==> config.mk <==
export PLATFORM = sky130hd
export DESIGN_NAME = sci_event_agg
export DESIGN_NICKNAME = d
export VERILOG_FILES = /design/src/rtl/sci_event_agg.sv
export SDC_FILE = /design/constraint.sdc
export NUM_CORES = 1
export LEC_CHECK = 0
export ABC_CLOCK_PERIOD_IN_PS = 1650
export BUFFER_PORTS_ARGS = -buffer_cell sky130_fd_sc_hd__buf_2
export CELL_PAD_IN_SITES_DETAIL_PLACEMENT = 1
export CELL_PAD_IN_SITES_GLOBAL_PLACEMENT = 1
export CORE_ASPECT_RATIO = 0.7
export CORE_MARGIN = 3
export CORE_UTILIZATION = 25
export CTS_BUF_LIST = sky130_fd_sc_hd__clkbuf_16
export DETAILED_ROUTE_END_ITERATION = 8
export GPL_TIMING_DRIVEN = 0
export PLACE_DENSITY = 0.66
export SLEW_MARGIN = 20
export SYNTH_ARGS = -nofsm -noshare
export SYNTH_HDL_FRONTEND = slang
export SYNTH_SLANG_ARGS = --single-unit
==> constraint.sdc <==
create_clock -name clk -period 1.65 [get_ports clk]
set_clock_uncertainty 0.15 [all_clocks]
set_input_delay 0.165 -clock clk [delete_from_list [all_inputs] [get_ports clk]]
set_output_delay 0.165 -clock clk [all_outputs]
set_load 0.02 [all_outputs]
==> src/rtl/sci_event_agg.sv <==
module sci_event_agg #(
  parameter int PM1_W      = 16,
  parameter int GPE_HALF   = 2,
  parameter int TMR_BIT    = 0,
  parameter int GBL_BIT    = 5,
  parameter int PWRBTN_BIT = 8,
  parameter int RTC_BIT    = 10,
  parameter int SCIEN_BIT  = 0,
  parameter int HP_BIT     = 1,
  parameter int SMICFG_BIT = 1,
  parameter logic [7:0] APM_ON  = 8'hF1,
  parameter logic [7:0] APM_OFF = 8'hF0,
  localparam int GPE_BYTES = 2 * GPE_HALF,
  localparam int GPE_W     = 8 * GPE_BYTES
) (
  input  logic              clk,
  input  logic              rst_n,
  input  logic              gpe_wr,
  input  logic [GPE_BYTES-1:0] gpe_be,
  input  logic [GPE_W-1:0]  gpe_wdata,
  output logic [GPE_W-1:0]  gpe_rdata,
  input  logic [PM1_W-1:0]  pm1_wdata,
  input  logic              pm1_sts_wr,
  input  logic              pm1_en_wr,
  input  logic              pm1_cnt_wr,
  output logic [PM1_W-1:0]  pm1_sts,
  output logic [PM1_W-1:0]  pm1_en,
  output logic [PM1_W-1:0]  pm1_cnt,
  input  logic              tmr_ovf,
  input  logic              pwrbtn_req,
  input  logic              hotplug_req,
  input  logic              apm_wr,
  input  logic [7:0]        apm_val,
  input  logic [7:0]        smi_cfg,
  output logic              sci,
  output logic              smi,
  output logic              tmr_arm
);

  localparam logic [PM1_W-1:0] SCI_MASK = PM1_W'((1 << TMR_BIT) | (1 << GBL_BIT) |
                                                 (1 << PWRBTN_BIT) | (1 << RTC_BIT));

  logic [PM1_W-1:0] sts_q, en_q, cnt_q, cnt_d, hw_set, sw_clr;
  logic             smi_q;
  logic             gpe_hit;

  assign hw_set = (tmr_ovf    ? PM1_W'(1 << TMR_BIT)    : '0) |
                  (pwrbtn_req ? PM1_W'(1 << PWRBTN_BIT) : '0);
  assign sw_clr = pm1_sts_wr ? pm1_wdata : '0;

  always_comb begin
    cnt_d = pm1_cnt_wr ? pm1_wdata : cnt_q;
    if (apm_wr && apm_val == APM_ON)  cnt_d[SCIEN_BIT] = 1'b1;
    if (apm_wr && apm_val == APM_OFF) cnt_d[SCIEN_BIT] = 1'b0;
  end

  always_ff @(posedge clk) begin
    if (!rst_n) begin
      sts_q <= '0;
      en_q  <= '0;
      cnt_q <= '0;
      smi_q <= 1'b0;
    end else begin
      sts_q <= (sts_q & ~sw_clr) | hw_set;
      if (pm1_en_wr) en_q <= pm1_wdata;
      cnt_q <= cnt_d;
      smi_q <= apm_wr && smi_cfg[SMICFG_BIT];
    end
  end

  for (genvar i = 0; i < GPE_HALF; i++) begin : g_gpe
    logic [7:0] st_q, en_b_q, st_set, st_clr;
    assign st_set = (i == 0 && hotplug_req) ? 8'(1 << HP_BIT) : 8'h00;
    assign st_clr = (gpe_wr && gpe_be[i]) ? gpe_wdata[8*i +: 8] : 8'h00;
    always_ff @(posedge clk) begin
      if (!rst_n) begin
        st_q   <= 8'h00;
        en_b_q <= 8'h00;
      end else begin
        st_q <= (st_q & ~st_clr) | st_set;
        if (gpe_wr && gpe_be[GPE_HALF+i]) en_b_q <= gpe_wdata[8*(GPE_HALF+i) +: 8];
      end
    end
    assign gpe_rdata[8*i +: 8]            = st_q;
    assign gpe_rdata[8*(GPE_HALF+i) +: 8] = en_b_q;
  end

  assign gpe_hit = g_gpe[0].st_q[HP_BIT] & g_gpe[0].en_b_q[HP_BIT];
  assign sci     = (|(sts_q & en_q & SCI_MASK)) | gpe_hit;
  assign tmr_arm = en_q[TMR_BIT] & ~sts_q[TMR_BIT];
  assign smi     = smi_q;
  assign pm1_sts = sts_q;
  assign pm1_en  = en_q;
  assign pm1_cnt = cnt_q;

  p_pwrbtn_sets_r5: assert property (@(posedge clk) disable iff (!rst_n)
    pwrbtn_req |=> pm1_sts[PWRBTN_BIT]);
  p_ovf_disarms_r3: assert property (@(posedge clk) disable iff (!rst_n)
    tmr_ovf |=> !tmr_arm);
  p_hotplug_sets_r6: assert property (@(posedge clk) disable iff (!rst_n)
    hotplug_req |=> gpe_rdata[HP_BIT]);
  p_hotplug_sci_r2: assert property (@(posedge clk) disable iff (!rst_n)
    (hotplug_req && gpe_rdata[8*GPE_HALF+HP_BIT] && !(gpe_wr && gpe_be[GPE_HALF])) |=> sci);
  p_apm_on_r7: assert property (@(posedge clk) disable iff (!rst_n)
    (apm_wr && apm_val == APM_ON) |=> pm1_cnt[SCIEN_BIT]);
  p_apm_off_r7: assert property (@(posedge clk) disable iff (!rst_n)
    (apm_wr && apm_val == APM_OFF) |=> !pm1_cnt[SCIEN_BIT]);
  p_smi_cause_r8: assert property (@(posedge clk) disable iff (!rst_n)
    smi |-> $past(apm_wr) && $past(smi_cfg[SMICFG_BIT]));
  p_smi_gated_r8: assert property (@(posedge clk) disable iff (!rst_n)
    !smi_cfg[SMICFG_BIT] |=> !smi);

endmodule

After elaboration in Yosys (flattened, before gate mapping)

Cells that the tools add are included.

Input bits: 78
Bits in registers: 81
Output and inout port bits: 83
Logic and storage cells: 44

Reduce and logical (&&, ||, !) cells: 10
Bitwise logic cells: 15
Muxes and demuxes: 8
Eq/ne operators: 2

Operator list:

| cell               | count |
|---|---|
| $and 16x16->16     | 1 |
| $and 8x8->8        | 2 |
| $eq 8x8->1 const B | 2 |
| $mux 16            | 1 |
| $mux 8             | 2 |
| $not 16->16        | 1 |
| $not 8->8          | 2 |
| $or 16x9->16       | 1 |
| $and 11x11->11     | 1 |
| $mux 9             | 1 |
| $or 1x9->9         | 1 |
| $or 8x2->8         | 1 |
| $logic_and 1x1->1  | 7 |
| $reduce_or 4->1    | 1 |
| $mux 1             | 3 |
| $and 1x1->1        | 2 |
| $mux 2             | 1 |
| $not 1->1          | 2 |
| $reduce_bool 2->1  | 1 |
| $reduce_or 2->1    | 1 |
| $or 1x1->1         | 1 |

Depth between registers and ports, before layout

Gate-level depths: netlist (run 1).

Depth after elaboration: 5
Mapped depth: 4
Depth with buffers taken out: 3

Least setup slack after synthesis (run 1)

No wires, ideal clock.

Path kind: input -> register
Start: input port apm_val[1]
End: register cnt_q[0], in the netlist pm1_cnt[0]
Stages: 2
Path buffers: 0
Data required time: 1378 ps
Setup time: 122 ps
Slack: 417 ps
Data arrival time: 961 ps
Path through: or4b_4 o311a_1

Word-level cells in the longest chain between the ends: 3
Elaborated cells on any way between the ends: 7
Classes of those cells: 2 x eq/ne; 1 x mux; 4 x reduce/logical

Ends and longest elaborated chain:

| element                              | RTL line | source |
|---|---|---|
| start, declared                      | 33       | `input logic [7:0] apm_val,` |
| $eq 8x8->1 (on tied branches)        | 53, 54   |  |
| $logic_and 1x1->1 (on tied branches) | 53, 54   |  |
| $mux 1, or another cell as far along | 53       | `if (apm_wr && apm_val == APM_ON) cnt_d[SCIEN_BIT] = 1'b1;` |
| end signal, assigned                 | 66       | `cnt_q <= cnt_d;` |
| end, declared                        | 43       | `logic [PM1_W-1:0] sts_q, en_q, cnt_q, cnt_d, hw_set, sw_clr;` |

Parallel ways exist; a longest one is shown, timed or not.
A chain may end at the register's enable or synchronous reset.

Worst setup path after layout (run 1)

Start: register en_q[10], in the netlist pm1_en[10]
End: output port sci

Word-level cells in the longest chain between the ends: 3

Ends and longest elaborated chain:

| element                | RTL line | source |
|---|---|---|
| start, declared        | 43       |  |
| start signal, assigned | 65       | `if (pm1_en_wr) en_q <= pm1_wdata;` |
| $and 11x11->11         | 89       | `assign sci = (\|(sts_q & en_q & SCI_MASK)) \| gpe_hit;` |
| $reduce_or 4->1        | 89       |  |
| $or 1x1->1             | 89       |  |
| end, declared          | 35       | `output logic sci,` |

Every way passes these cells.

==> Flow_metrics.wiki, run 1 <==
{| class="wikitable"
! Metric !! Value
|-
| Leakage power || 2.202 nW
|-
| Pre-antenna DRT Iters || 4
|-
| Syn avg cell area || 9.851 um2
|-
| Uppermost signal routing layer after detailed routing || met4
|-
| Pre-CTS setup slack || 0.09082 ns
|-
| Buffers added on ports || 147
|-
| Total wire length || 10,350 um
|-
| Launch point of the worst reg-to-reg path || g_gpe[1].en_b_q[2]
|-
| Post-synthesis instance area || 2877 um2
|-
| R2R setup slack || 0.68 ns
|-
| Area share of the largest cell type after synthesis || 0.5637
|-
| Achievable frequency || 613.3 MHz
|-
| Total I/O pin count || 161
|-
| Path category of the worst min-delay check || input port to flip-flop
|-
| EDFF count, synth || 0
|-
| Core box area || 11,130 um2
|-
| Number of filler instances in the final layout || 1,318
|-
| Tightest hold margin || 0.03780 ns
|-
| Critical Path RT || 1.33 ns
|-
| Kind of critical path || flip-flop to output pin
|-
| Number of levels in the clock H-tree || 3
|-
| Post-layout power || 4.560 mW
|-
| Length of routed met3 wiring || 563 um
|-
| Number of failing setup endpoints in the final timing report || 0
|-
| Core utilization of the finished layout || 0.4157
|-
| Post-route ant nets || 0
|-
| Sort of element at the start of the critical path || flip-flop
|-
| Antenna violations before repair || 0
|-
| Post-detailed-placement half-perimeter wirelength || 7226 um
|-
| Worst reg-to-reg path cell count || 2
|-
| Die span in y || 95.75 um
|-
| Final Net Count || 582
|-
| First-pass GRT wire length || 16,010 um
|-
| Global-route total usage across every layer || 0.1624
|-
| Total vias in the final route || 2,848
|-
| R2r endpoint || g_gpe[1].en_b_q[2]
|-
| CTS root buffer || sky130_fd_sc_hd__clkbuf_16
|-
| Clock tree from TritonCTS || yes
|-
| Transition time at the pin with the least slew margin || 0.6538 ns
|-
| Sum of negative setup slack || 0 ns
|-
| Syn Inst Count || 292
|-
| Count of placed standard cells including taps || 592
|-
| Critical Path Fanout Max || 2
|-
| Die width || 134.2 um
|-
| Maximum count of clock buffers along a single path || 2
|-
| Die ar. || 12,850 um2
|-
| Top_reg_cell synth || sky130_fd_sc_hd__dfxtp_1
|-
| Skew-Pair Late Insertion Delay || 0.33 ns
|-
| Detailed route wirelength on metal2 || 5037 um
|-
| Worst slew margin relative to its limit || 0.5641
|-
| Number of standard-cell rows in the floorplan || 32
|-
| Register area || 1624 um2
|-
| Clock slew at the register clock pins of the worst setup and hold paths || 0.06 ns
|-
| RSZ-0062 raised after global routing || yes
|-
| Maximum resistive drop on vdd || 0.4287 mV
|-
| Tmin final || 1.630 ns
|-
| Most frequent cell after synthesis || sky130_fd_sc_hd__dfxtp_1
|-
| Clk sink count || 81
|-
| Share of layout cells above drive strength 1 || 0.3346
|-
| Synth Register Bits || 81
|-
| Number of stages on the worst hold path || 3
|-
| Instance area at placement || 3804 um2
|-
| Number of synthesis warnings || 0
|-
| Initial Utilization || 0.2584
|-
| Final max-slew violation count || 0
|-
| Number of nets in the synthesized netlist || 370
|-
| Dominant cells by area after synthesis || sky130_fd_sc_hd__dfxtp_1 56%, sky130_fd_sc_hd__mux2i_1 11%, sky130_fd_sc_hd__nor2b_1 7.4%
|-
| Total area of multi-input combinational cells || 1162 um2
|-
| Iteration-0 DRC count of the detailed router || 88
|-
| Setup ws final || 0.01957 ns
|-
| Via count of the first global-routing pass || 3,128
|-
| Dominant cell type by area after synthesis || sky130_fd_sc_hd__dfxtp_1
|-
| CTS buffer count || 9
|-
| Number of remaining DRC errors || 0
|-
| Power density cells || 985.4 nW/um2
|-
| Overflow left after global routing || 0
|-
| Vias/cell || 4.309
|-
| Number of distinct library cells after synthesis || 19
|-
| Routed len/inst || 15.65 um
|-
| Post-synth ARST share || 0
|-
| Endpoint kind of the worst setup timing path || output pin
|-
| Hold Path End || pm1_cnt[0]
|-
| Maximum number of pins on one net before global-route repair || 13
|-
| Outcome || complete, no violations
|-
| Count of max-cap constraint violations || 0
|-
| Share of the cycle needed by the critical path after routing || 0.9881
|-
| Sequential share of the synthesized area || 0.5637
|-
| Leading cell types by count after synthesis || 81 x sky130_fd_sc_hd__dfxtp_1, 50 x sky130_fd_sc_hd__nand2_1, 34 x sky130_fd_sc_hd__nor2b_1, 32 x sky130_fd_sc_hd__mux2i_1, 31 x sky130_fd_sc_hd__a21oi_1
|-
| Final hold violation count || 0
|-
| Startpoint of the worst hold path || apm_val[2]
|-
| Global placement routability congestion || 0.7403
|-
| Final Instance Count excl. Fillers || 661
|-
| Post-route cell area || 4627 um2
|-
| Routed metal-1 wire length || 4478 um
|-
| Arrival time worst endpoint || 1.32 ns
|-
| Area growth from synthesis to layout || 60.85%
|-
| Diodes inserted || 0
|}
## area by class of cell
class | instances | area share
sequential | 81 | 0.3510
clock inverter | 6 | 0.01109
clock buffer | 9 | 0.04867
buffer | 21 | 0.02001
timing repair buffer | 201 | 0.2766
multi-input combinational | 190 | 0.2512
tap | 153 | 0.04137
## logic make-up (layout without fill, tap and decap cells)
group	count (synthesis)	in the layout	share of synthesized area
flip-flops	81	81	0.5637
AND/OR/NAND/NOR	105	105	0.1805
multiplexers	32	32	0.1114
buffers and inverters	21	237	0.03218
AO/OA/AOI/OAI	53	53	0.1122
## cells in the final DEF, fill, tap and decap left out, types with 2 or more instances in the layout
cell	count
sky130_fd_sc_hd__clkinv_1	2
sky130_fd_sc_hd__mux2i_1	32
sky130_fd_sc_hd__buf_2	151
sky130_fd_sc_hd__nand3_1	16
sky130_fd_sc_hd__a21boi_0	17
sky130_fd_sc_hd__and2_1	2
sky130_fd_sc_hd__nand2_1	50
sky130_fd_sc_hd__nor2b_1	34
sky130_fd_sc_hd__a21oi_1	31
sky130_fd_sc_hd__clkbuf_1	14
sky130_fd_sc_hd__dfxtp_2	2
sky130_fd_sc_hd__dfxtp_1	79
sky130_fd_sc_hd__clkbuf_16	9
sky130_fd_sc_hd__clkinv_2	2
sky130_fd_sc_hd__dlygate4sd3_1	53
sky130_fd_sc_hd__buf_4	3
## worst max-delay path, stage by stage (launching register included)
cell and delay, ns:
sky130_fd_sc_hd__dfxtp_2 0.32, sky130_fd_sc_hd__a222oi_1 0.40, sky130_fd_sc_hd__nand2_1 0.12, sky130_fd_sc_hd__buf_6 0.15
## power by group
part | switching [mW] | internal (mW) | leakage [nW]
clock | 0.750 | 1.14 | 0.141
sequential | 0.0399 | 2.03 | 0.663
combinational | 0.316 | 0.284 | 1.40
## metal layers
metal	GRT usage	up-vias
li1	-	1400
met1	0.1828	1334
met2	0.2880	93
met3	0.04807	21
met4	0.07373	0
met5	0	-
## worst max-delay path by stage
stage | slack, ns | cells after the start | from | end
after floorplan | 0.42 | 2 | apm_val[1] | pm1_cnt[0]
after global placement | 0.14 | 3 | pm1_sts_wr | pm1_sts[13]
after detailed placement | 0.09 | 3 | pm1_sts_wr | pm1_sts[9]
after CTS | -0.04 | 3 | pm1_en[10] | sci
after global routing | -0.11 | 3 | pm1_en[10] | sci
final | 0.02 | 3 | pm1_en[10] | sci
## state kept, by name, indices dropped and copies added, names as in the netlist
register,cells
pm1_en,16
g_gpe.en_b_q,16
pm1_cnt,16
g_gpe.st_q,16
pm1_sts,16
smi,1
## what timing repair did
item | CTS | global route
hold endpoints to repair | 74 | 0
setup endpoints to repair | 1 | 1
setup buffers | 1 | 0
pin swaps | 2 | 0
gates cloned | 0 | 0
hold buffers | 53 | 0
resized for setup | 4 | 0
Note: power is estimated with default switching activity, not from simulation.
==> inputs of run 2 (changes only) <==
Settings changed: CELL_PAD_IN_SITES_DETAIL_PLACEMENT 1 to unset, CELL_PAD_IN_SITES_GLOBAL_PLACEMENT 1 to unset, HOLD_SLACK_MARGIN set to 0.06, PLACE_DENSITY 0.66 to 0.51, RECOVER_POWER set to 100.
==> run 2 against run 1 <==
Effect of this change:
- the run now ends with negative setup slack left
- clock-buffer cell count did not move
- sequential power barely moved
- combinational power fell by 3.8%
- flip-flop and latch count did not move
- first-iteration DRC count rose by 18%
- via count fell by 0.56%
- cell count rose by 0.61%
- register-to-register slack got worse by 0.45 ns
- critical path depth did not move
- maximum frequency fell by 5.0%
- largest power group unchanged
==> Flow_metrics.wiki, run 2 (synthesis gave the netlist of run 1 again) <==
{| class="wikitable"
! Metric !! Value
|-
| RSZ-0062 raised after global routing || yes
|-
| Sequential Power Share || 0.447 (-0.006)
|-
| Die ar. || 12,850 um2 (unchanged)
|-
| Via count of the first global-routing pass || 2,858 (-8.6%)
|-
| Worst slew margin relative to its limit || 0.5410 (-0.02311)
|-
| Power density cells || 1013 nW/um2 (+2.8%)
|-
| Clock slew at the register clock pins of the worst setup and hold paths || 0.06 ns (about the same)
|-
| Launch point of the worst reg-to-reg path || pm1_cnt[0]
|-
| Final hold violation count || 0 (unchanged)
|-
| R2R setup slack || 0.23 ns (-0.45 ns)
|-
| Number of stages on the worst hold path || 2 (-1)
|-
| Diodes inserted || 0 (unchanged)
|-
| Part of the total power dissipated in the clock network || 0.428 (+0.013)
|-
| Violated checks || negative setup slack
|-
| Post-layout power || 4.620 mW (+1.3%)
|-
| Arrival time worst endpoint || 1.40 ns (+0.08 ns)
|-
| Post CTS Setup Buffer Count || 0 (-1)
|-
| Number of standard-cell rows in the floorplan || 32 (unchanged)
|-
| Overflow left after global routing || 0 (unchanged)
|-
| Post-detailed-placement half-perimeter wirelength || 6740 um (-6.7%)
|-
| Peak per-stage delay on the critical path || 0.46 ns (+0.06 ns)
|-
| Count of max-cap constraint violations || 0 (unchanged)
|-
| Chain of cells forming the critical path || a222oi_1, nand2_1, buf_6
|-
| Post-route cell area || 4561 um2 (-1.4%)
|-
| Initial Utilization || 0.2584 (unchanged)
|-
| Transition time at the pin with the least slew margin || 0.6884 ns (+0.03466 ns)
|-
| Antenna violations before repair || 0 (unchanged)
|-
| Total wire length || 9571 um (-7.5%)
|-
| Setup ws final || -0.06628 ns (-0.08585 ns)
|-
| Die width || 134.2 um (unchanged)
|-
| Die span in y || 95.75 um (unchanged)
|-
| Number of filler instances in the final layout || 1,207 (-8.4%)
|-
| Sort of element at the start of the critical path || flip-flop
|-
| Global placement routability congestion || 0.7411 (+0.11%)
|-
| First-pass GRT wire length || 14,770 um (-7.8%)
|-
| Outcome || finished with violations
|-
| Share of the cycle needed by the critical path after routing || 1.040 (+0.05203)
|-
| Leakage power || 1.839 nW (-17%)
|-
| Global-route total usage across every layer || 0.1502 (-0.01213)
|-
| Launch point of the worst path || pm1_en[10]
|-
| Commonest non-fill, non-tap cell in the layout || sky130_fd_sc_hd__clkbuf_1
|-
| Iteration-0 DRC count of the detailed router || 104 (+18%)
|-
| Worst reg-to-reg path cell count || 4 (+2)
|-
| Maximum resistive drop on vdd || 0.4932 mV (+15%)
|-
| Endpoint kind of the worst setup timing path || output pin
|-
| Critical Path Fanout Max || 3 (+1)
|-
| Buffers added on ports || 147 (unchanged)
|-
| Vias/cell || 4.259 (-1.2%)
|-
| CTS buffer count || 9 (unchanged)
|-
| Number of levels in the clock H-tree || 3 (unchanged)
|-
| Logic pwr share || 0.125 (-0.007)
|-
| Maximum number of pins on one net before global-route repair || 15 (+2)
|-
| Achievable frequency || 582.7 MHz (-5.0%)
|-
| Total I/O pin count || 161 (unchanged)
|-
| Highest-count cells in the layout ignoring fill and taps || 112 x sky130_fd_sc_hd__clkbuf_1, 80 x sky130_fd_sc_hd__dfxtp_1, 58 x sky130_fd_sc_hd__dlygate4sd3_1
|-
| Core box area || 11,130 um2 (unchanged)
|-
| Final max-slew violation count || 0 (unchanged)
|-
| CTS root buffer || sky130_fd_sc_hd__clkbuf_16
|-
| Pre-CTS setup slack || 0.1363 ns (+0.04544 ns)
|-
| Pre-antenna DRT Iters || 4 (unchanged)
|-
| Instance area at placement || 3804 um2 (unchanged)
|-
| Path category of the worst min-delay check || input port to flip-flop
|-
| Skew-Pair Late Insertion Delay || 0.33 ns (about the same)
|-
| Tmin final || 1.716 ns (+0.08585 ns)
|-
| Clk sink count || 81 (unchanged)
|-
| Library cell contributing the largest single delay on the critical path || sky130_fd_sc_hd__a222oi_1
|-
| Clock tree from TritonCTS || yes
|-
| Critical Path RT || 1.33 ns (about the same)
|-
| Number of remaining DRC errors || 0 (unchanged)
|-
| Share of layout cells above drive strength 1 || 0.1406 (-0.1940)
|-
| Sw frac || 0.2512 (+0.008542)
|-
| Maximum count of clock buffers along a single path || 2 (unchanged)
|-
| Net switching component of the power || 1.160 mW (+4.9%)
|-
| Capturing element of the worst setup path || sci
|-
| Internal power summed over all cells || 3.460 mW (+0.18%)
|-
| Routed len/inst || 14.39 um (-8.1%)
|-
| R2r endpoint || pm1_cnt[0]
|-
| Post-route ant nets || 0 (unchanged)
|-
| Number of failing setup endpoints in the final timing report || 1 (+1)
|-
| Area growth from synthesis to layout || 58.55%
|-
| Total vias in the final route || 2,832 (-0.56%)
|-
| Final Net Count || 585 (+0.52%)
|-
| Kind of critical path || flip-flop to output pin
|}
[run 2: per-layer routing]
layer / up-vias / global-route usage / routed length, um
li1: 1415 / - / -
met1: 1308 / 0.1807 / 4322
met2: 97 / 0.2563 / 4501
met3: 12 / 0.04336 / 590
met4: 0 / 0.06017 / 157
met5: - / 0 / 0
[run 2: how the worst min path moves through the flow]
stage | start | to | slack, ns
2_1_floorplan | gpe_wdata[0] | g_gpe[0].st_q[0] | 0.10
3_3_place_gp | gpe_wdata[11] | g_gpe[1].st_q[3] | 0.18
5_1_grt | pm1_sts_wr | pm1_sts[2] | 0.07
3_5_place_dp | gpe_wdata[3] | g_gpe[0].st_q[3] | 0.19
4_1_cts | pm1_sts_wr | pm1_sts[1] | 0.06
6_report | pm1_sts_wr | pm1_sts[1] | 0.06
[run 2: critical path: cells and delay by family (launching register included)]
family | cells | cell delay, ns
AOI/OAI and AO/OA | 1 | 0.46
DFF | 1 | 0.33
buffers and inverters | 1 | 0.15
and+or+nand+nor | 1 | 0.12
[run 2: cell type report]
type / instances / area, um2 / area share
Tap cell: 153 / 191.4 / 0.04198
Sequential cell: 81 / 1623 / 0.3558
Clock inverter: 7 / 71.32 / 0.01564
Timing Repair Buffer: 204 / 1197 / 0.2626
Buffer: 21 / 90.09 / 0.01975
Multi-Input combinational cell: 190 / 1162 / 0.2549
Clock buffer: 9 / 225.2 / 0.04938
[run 2: what timing repair did]
action / 4_1_cts / 5_1_grt
hold endpoints to repair: 81 / 0
resized for setup: 3 / 0
hold buffers: 58 / 0
pin swaps: 2 / 0
endpoints found under the setup margin: 1 / 2
cloned: 0 / 0
[run 2: power by group through the flow]
stage / combinational (mW) / sequential (mW) / clock (mW)
2_1_floorplan: 0.185 / 2.19 / 0
4_1_cts: 0.605 / 2.07 / 2.05
3_5_place_dp: 0.496 / 2.11 / 0
6_report: 0.577 / 2.07 / 1.98
3_3_place_gp: 0.490 / 2.11 / 0
5_1_grt: 0.633 / 2.08 / 2.14
[run 2: stage by stage]
step                cells  TNS [ns]    util  hold WS, ns
detailed placement    592         0  0.3417       0.1891
global placement      592         0  0.3417       0.1845
CTS                   666  -0.06615  0.4212      0.06246
floorplan             292         0       -       0.1030
global route          665   -0.1428  0.4097      0.07436
finish                665  -0.06628  0.4097      0.06112
==> inputs of run 3 (changes only) <==
Settings changed: CORE_UTILIZATION 25 to 40, PLACE_DENSITY 0.51 to 0.74.
==> run 3 against run 2 <==
Effect of this change:
- the run now ends clean
- largest power group unchanged
- register-to-register slack got worse by 0.02 ns
- highest routed layer unchanged
- non-clock buffer count increased by 2
- flip-flop and latch count unchanged
- critical path type unchanged
- combinational power about the same
- clock power decreased by 4%
- worst setup slack improved by 0.10 ns
==> Flow_metrics.wiki, run 3 (synthesis gave the netlist of run 1 again) <==
{| class="wikitable"
! Metric !! Value
|-
| Commonest non-fill, non-tap cell in the layout || sky130_fd_sc_hd__clkbuf_1
|-
| Power density cells || 1012 nW/um2 (-0.12%)
|-
| Number of failing setup endpoints in the final timing report || 0 (-1)
|-
| Part of the total power dissipated in the clock network || 0.417 (-0.011)
|-
| Family of cells with the greatest summed delay on the critical path || compound AO/OA/AOI/OAI gates
|-
| Kind of critical path || flip-flop to output pin
|-
| Vias/cell || 4.742 (+11%)
|-
| Antenna violations before repair || 0 (unchanged)
|-
| Highest-count cells in the layout ignoring fill and taps || 113 x sky130_fd_sc_hd__clkbuf_1, 79 x sky130_fd_sc_hd__dfxtp_1, 58 x sky130_fd_sc_hd__dlygate4sd3_1
|-
| Instance area at placement || 3730 um2 (-1.9%)
|-
| Via count of the first global-routing pass || 2,964 (+3.7%)
|-
| Die width || 107.4 um (-20%)
|-
| Global placement routability congestion || 0.7783 (+5.0%)
|-
| Share of layout cells above drive strength 1 || 0.1401 (-0.0005472)
|-
| Arrival time worst endpoint || 1.30 ns (-0.10 ns)
|-
| Path category of the worst min-delay check || input port to flip-flop
|-
| Post-route cell area || 4487 um2 (-1.6%)
|-
| CTS buffer count || 9 (unchanged)
|-
| Library cell contributing the largest single delay on the critical path || sky130_fd_sc_hd__a222oi_1
|-
| Transition time at the pin with the least slew margin || 0.5643 ns (-0.1241 ns)
|-
| Global-route total usage across every layer || 0.2162 (+0.06598)
|-
| RSZ-0062 raised after global routing || no
|-
| Post-route ant nets || 0 (unchanged)
|-
| Routed len/inst || 14.50 um (+0.72%)
|-
| Worst slew margin relative to its limit || 0.6238 (+0.08276)
|-
| Sequential Power Share || 0.456 (+0.009)
|-
| Area growth from synthesis to layout || 55.98%
|-
| Outcome || complete, no violations
|-
| Final Net Count || 587 (+0.34%)
|-
| Hold Path End || pm1_sts[1]
|-
| Total wire length || 8814 um (-7.9%)
|-
| Final Instance Count excl. Fillers || 608 (-8.6%)
|-
| Chain of cells forming the critical path || a222oi_1, nand2_1, buf_6
|-
| Die ar. || 8261 um2 (-36%)
|-
| R2r endpoint || g_gpe[0].st_q[1]
|-
| Sum of negative setup slack || 0 ns (+0.06628 ns)
|-
| Number of remaining DRC errors || 0 (unchanged)
|-
| Achievable frequency || 618.7 MHz (+6.2%)
|-
| Leakage power || 1.841 nW (+0.12%)
|-
| Total vias in the final route || 2,883 (+1.8%)
|-
| Clk sink count || 81 (unchanged)
|-
| Routed metal-1 wire length || 3858 um (-11%)
|-
| Maximum resistive drop on vdd || 0.5315 mV (+7.8%)
|-
| Startpoint of the worst hold path || pm1_sts_wr
|-
| Final hold violation count || 0 (unchanged)
|-
| Sw frac || 0.2403 (-0.01083)
|-
| Pre-antenna DRT Iters || 4 (unchanged)
|-
| Logic pwr share || 0.127 (+0.002)
|-
| Clock slew at the register clock pins of the worst setup and hold paths || 0.06 ns (about the same)
|-
| Launch point of the worst reg-to-reg path || g_gpe[0].st_q[1]
|-
| Share of the cycle needed by the critical path after routing || 0.9796 (-0.06057)
|-
| Maximum number of pins on one net before global-route repair || 14 (-1)
|-
| Count of max-cap constraint violations || 0 (unchanged)
|-
| Critical Path RT || 1.33 ns (about the same)
|-
| Count of placed standard cells including taps || 533 (-10%)
|-
| Worst reg-to-reg path cell count || 3 (-1)
|-
| First-pass GRT wire length || 14,240 um (-3.6%)
|-
| Sort of element at the start of the critical path || flip-flop
|-
| Peak per-stage delay on the critical path || 0.40 ns (-0.06 ns)
|-
| Die span in y || 76.95 um (-20%)
|-
| Endpoint kind of the worst setup timing path || output pin
|-
| Critical Path Fanout Max || 2 (-1)
|-
| Internal power summed over all cells || 3.449 mW (-0.32%)
|-
| Tmin final || 1.616 ns (-0.09994 ns)
|-
| Skew-Pair Late Insertion Delay || 0.32 ns (about the same)
|-
| Post-detailed-placement half-perimeter wirelength || 5842 um (-13%)
|-
| Initial Utilization || 0.4199 (+0.1615)
|-
| Uppermost signal routing layer after detailed routing || met4
|-
| Worst Path Buf+Inv || 1 (unchanged)
|-
| Core box area || 6850 um2 (-38%)
|-
| R2R setup slack || 0.21 ns (-0.02 ns)
|-
| Iteration-0 DRC count of the detailed router || 112 (+7.7%)
|-
| CTS root buffer || sky130_fd_sc_hd__clkbuf_16
|-
| Length of routed met3 wiring || 613 um (+3.9%)
|-
| Final max-slew violation count || 0 (unchanged)
|-
| Number of filler instances in the final layout || 625 (-48%)
|-
| Number of stages on the worst hold path || 2 (unchanged)
|-
| Buffers added on ports || 147 (unchanged)
|-
| Total I/O pin count || 161 (unchanged)
|-
| Overflow left after global routing || 0 (unchanged)
|-
| Diodes inserted || 0 (unchanged)
|-
| Clock tree from TritonCTS || yes
|-
| Number of standard-cell rows in the floorplan || 25 (-22%)
|-
| Detailed route wirelength on metal2 || 4176 um (-7.2%)
|-
| Maximum count of clock buffers along a single path || 2 (unchanged)
|-
| Post-layout power || 4.540 mW (-1.7%)
|-
| Number of levels in the clock H-tree || 3 (unchanged)
|-
| Net switching component of the power || 1.091 mW (-6.0%)
|}
[run 3: worst max-delay path by stage]
| stage | startpoint | endpoint | slack (ns) | depth (start not counted) |
|---|---|---|---|---|
| global placement | apm_val[1] | pm1_cnt[0] | 0.28 | 3 |
| global route | pm1_sts[10] | sci | 0.002 | 3 |
| floorplan | apm_val[1] | pm1_cnt[0] | 0.42 | 2 |
| CTS | pm1_sts[10] | sci | 0.03 | 3 |
| finish | pm1_en[10] | sci | 0.03 | 3 |
| detailed placement | apm_val[1] | pm1_cnt[0] | 0.27 | 3 |
[run 3: metal layers]
metal | vias to the layer above | global-route usage
li1 | 1422 | -
met1 | 1339 | 0.2532
met2 | 108 | 0.3752
met3 | 14 | 0.07317
met4 | 0 | 0.06305
met5 | - | 0
[run 3: timing repair]
action                                  4_1_cts  5_1_grt
buffers inserted                              0        1
hold endpoints to repair                     81        0
endpoints found under the setup margin        0        1
hold buffers                                 58        0
gates resized for setup                       0        4
[run 3: cell type report]
type / count / area [um2] / area share
flip-flops and latches: 81 / 1624 / 0.3620
repair buffers: 206 / 1210 / 0.2697
multi-input cells: 190 / 1159 / 0.2582
clock buffers: 9 / 225.2 / 0.05020
well taps: 94 / 117.6 / 0.02621
plain buffers: 21 / 88.84 / 0.01980
clock inverters: 7 / 62.56 / 0.01394
[run 3: power groups by stage]
stage,Clock (mW),Sequential [mW],Combinational [mW]
after global placement,0,2.11,0.476
after global routing,2.03,2.08,0.625
after floorplan,0,2.19,0.185
final,1.90,2.07,0.575
after detailed placement,0,2.11,0.482
after CTS,1.94,2.07,0.588
[run 3: through the flow]
stage / hold slack (ns) / utilization / worst slack (ns)
CTS: 0.06499 / 0.6712 / 0.02744
detailed placement: 0.1918 / 0.5445 / 0.2734
global placement: 0.1858 / 0.5445 / 0.2770
finish: 0.07395 / 0.6550 / 0.03366
global route: 0.09403 / 0.6550 / 0.001540
floorplan: 0.1030 / - / 0.4169
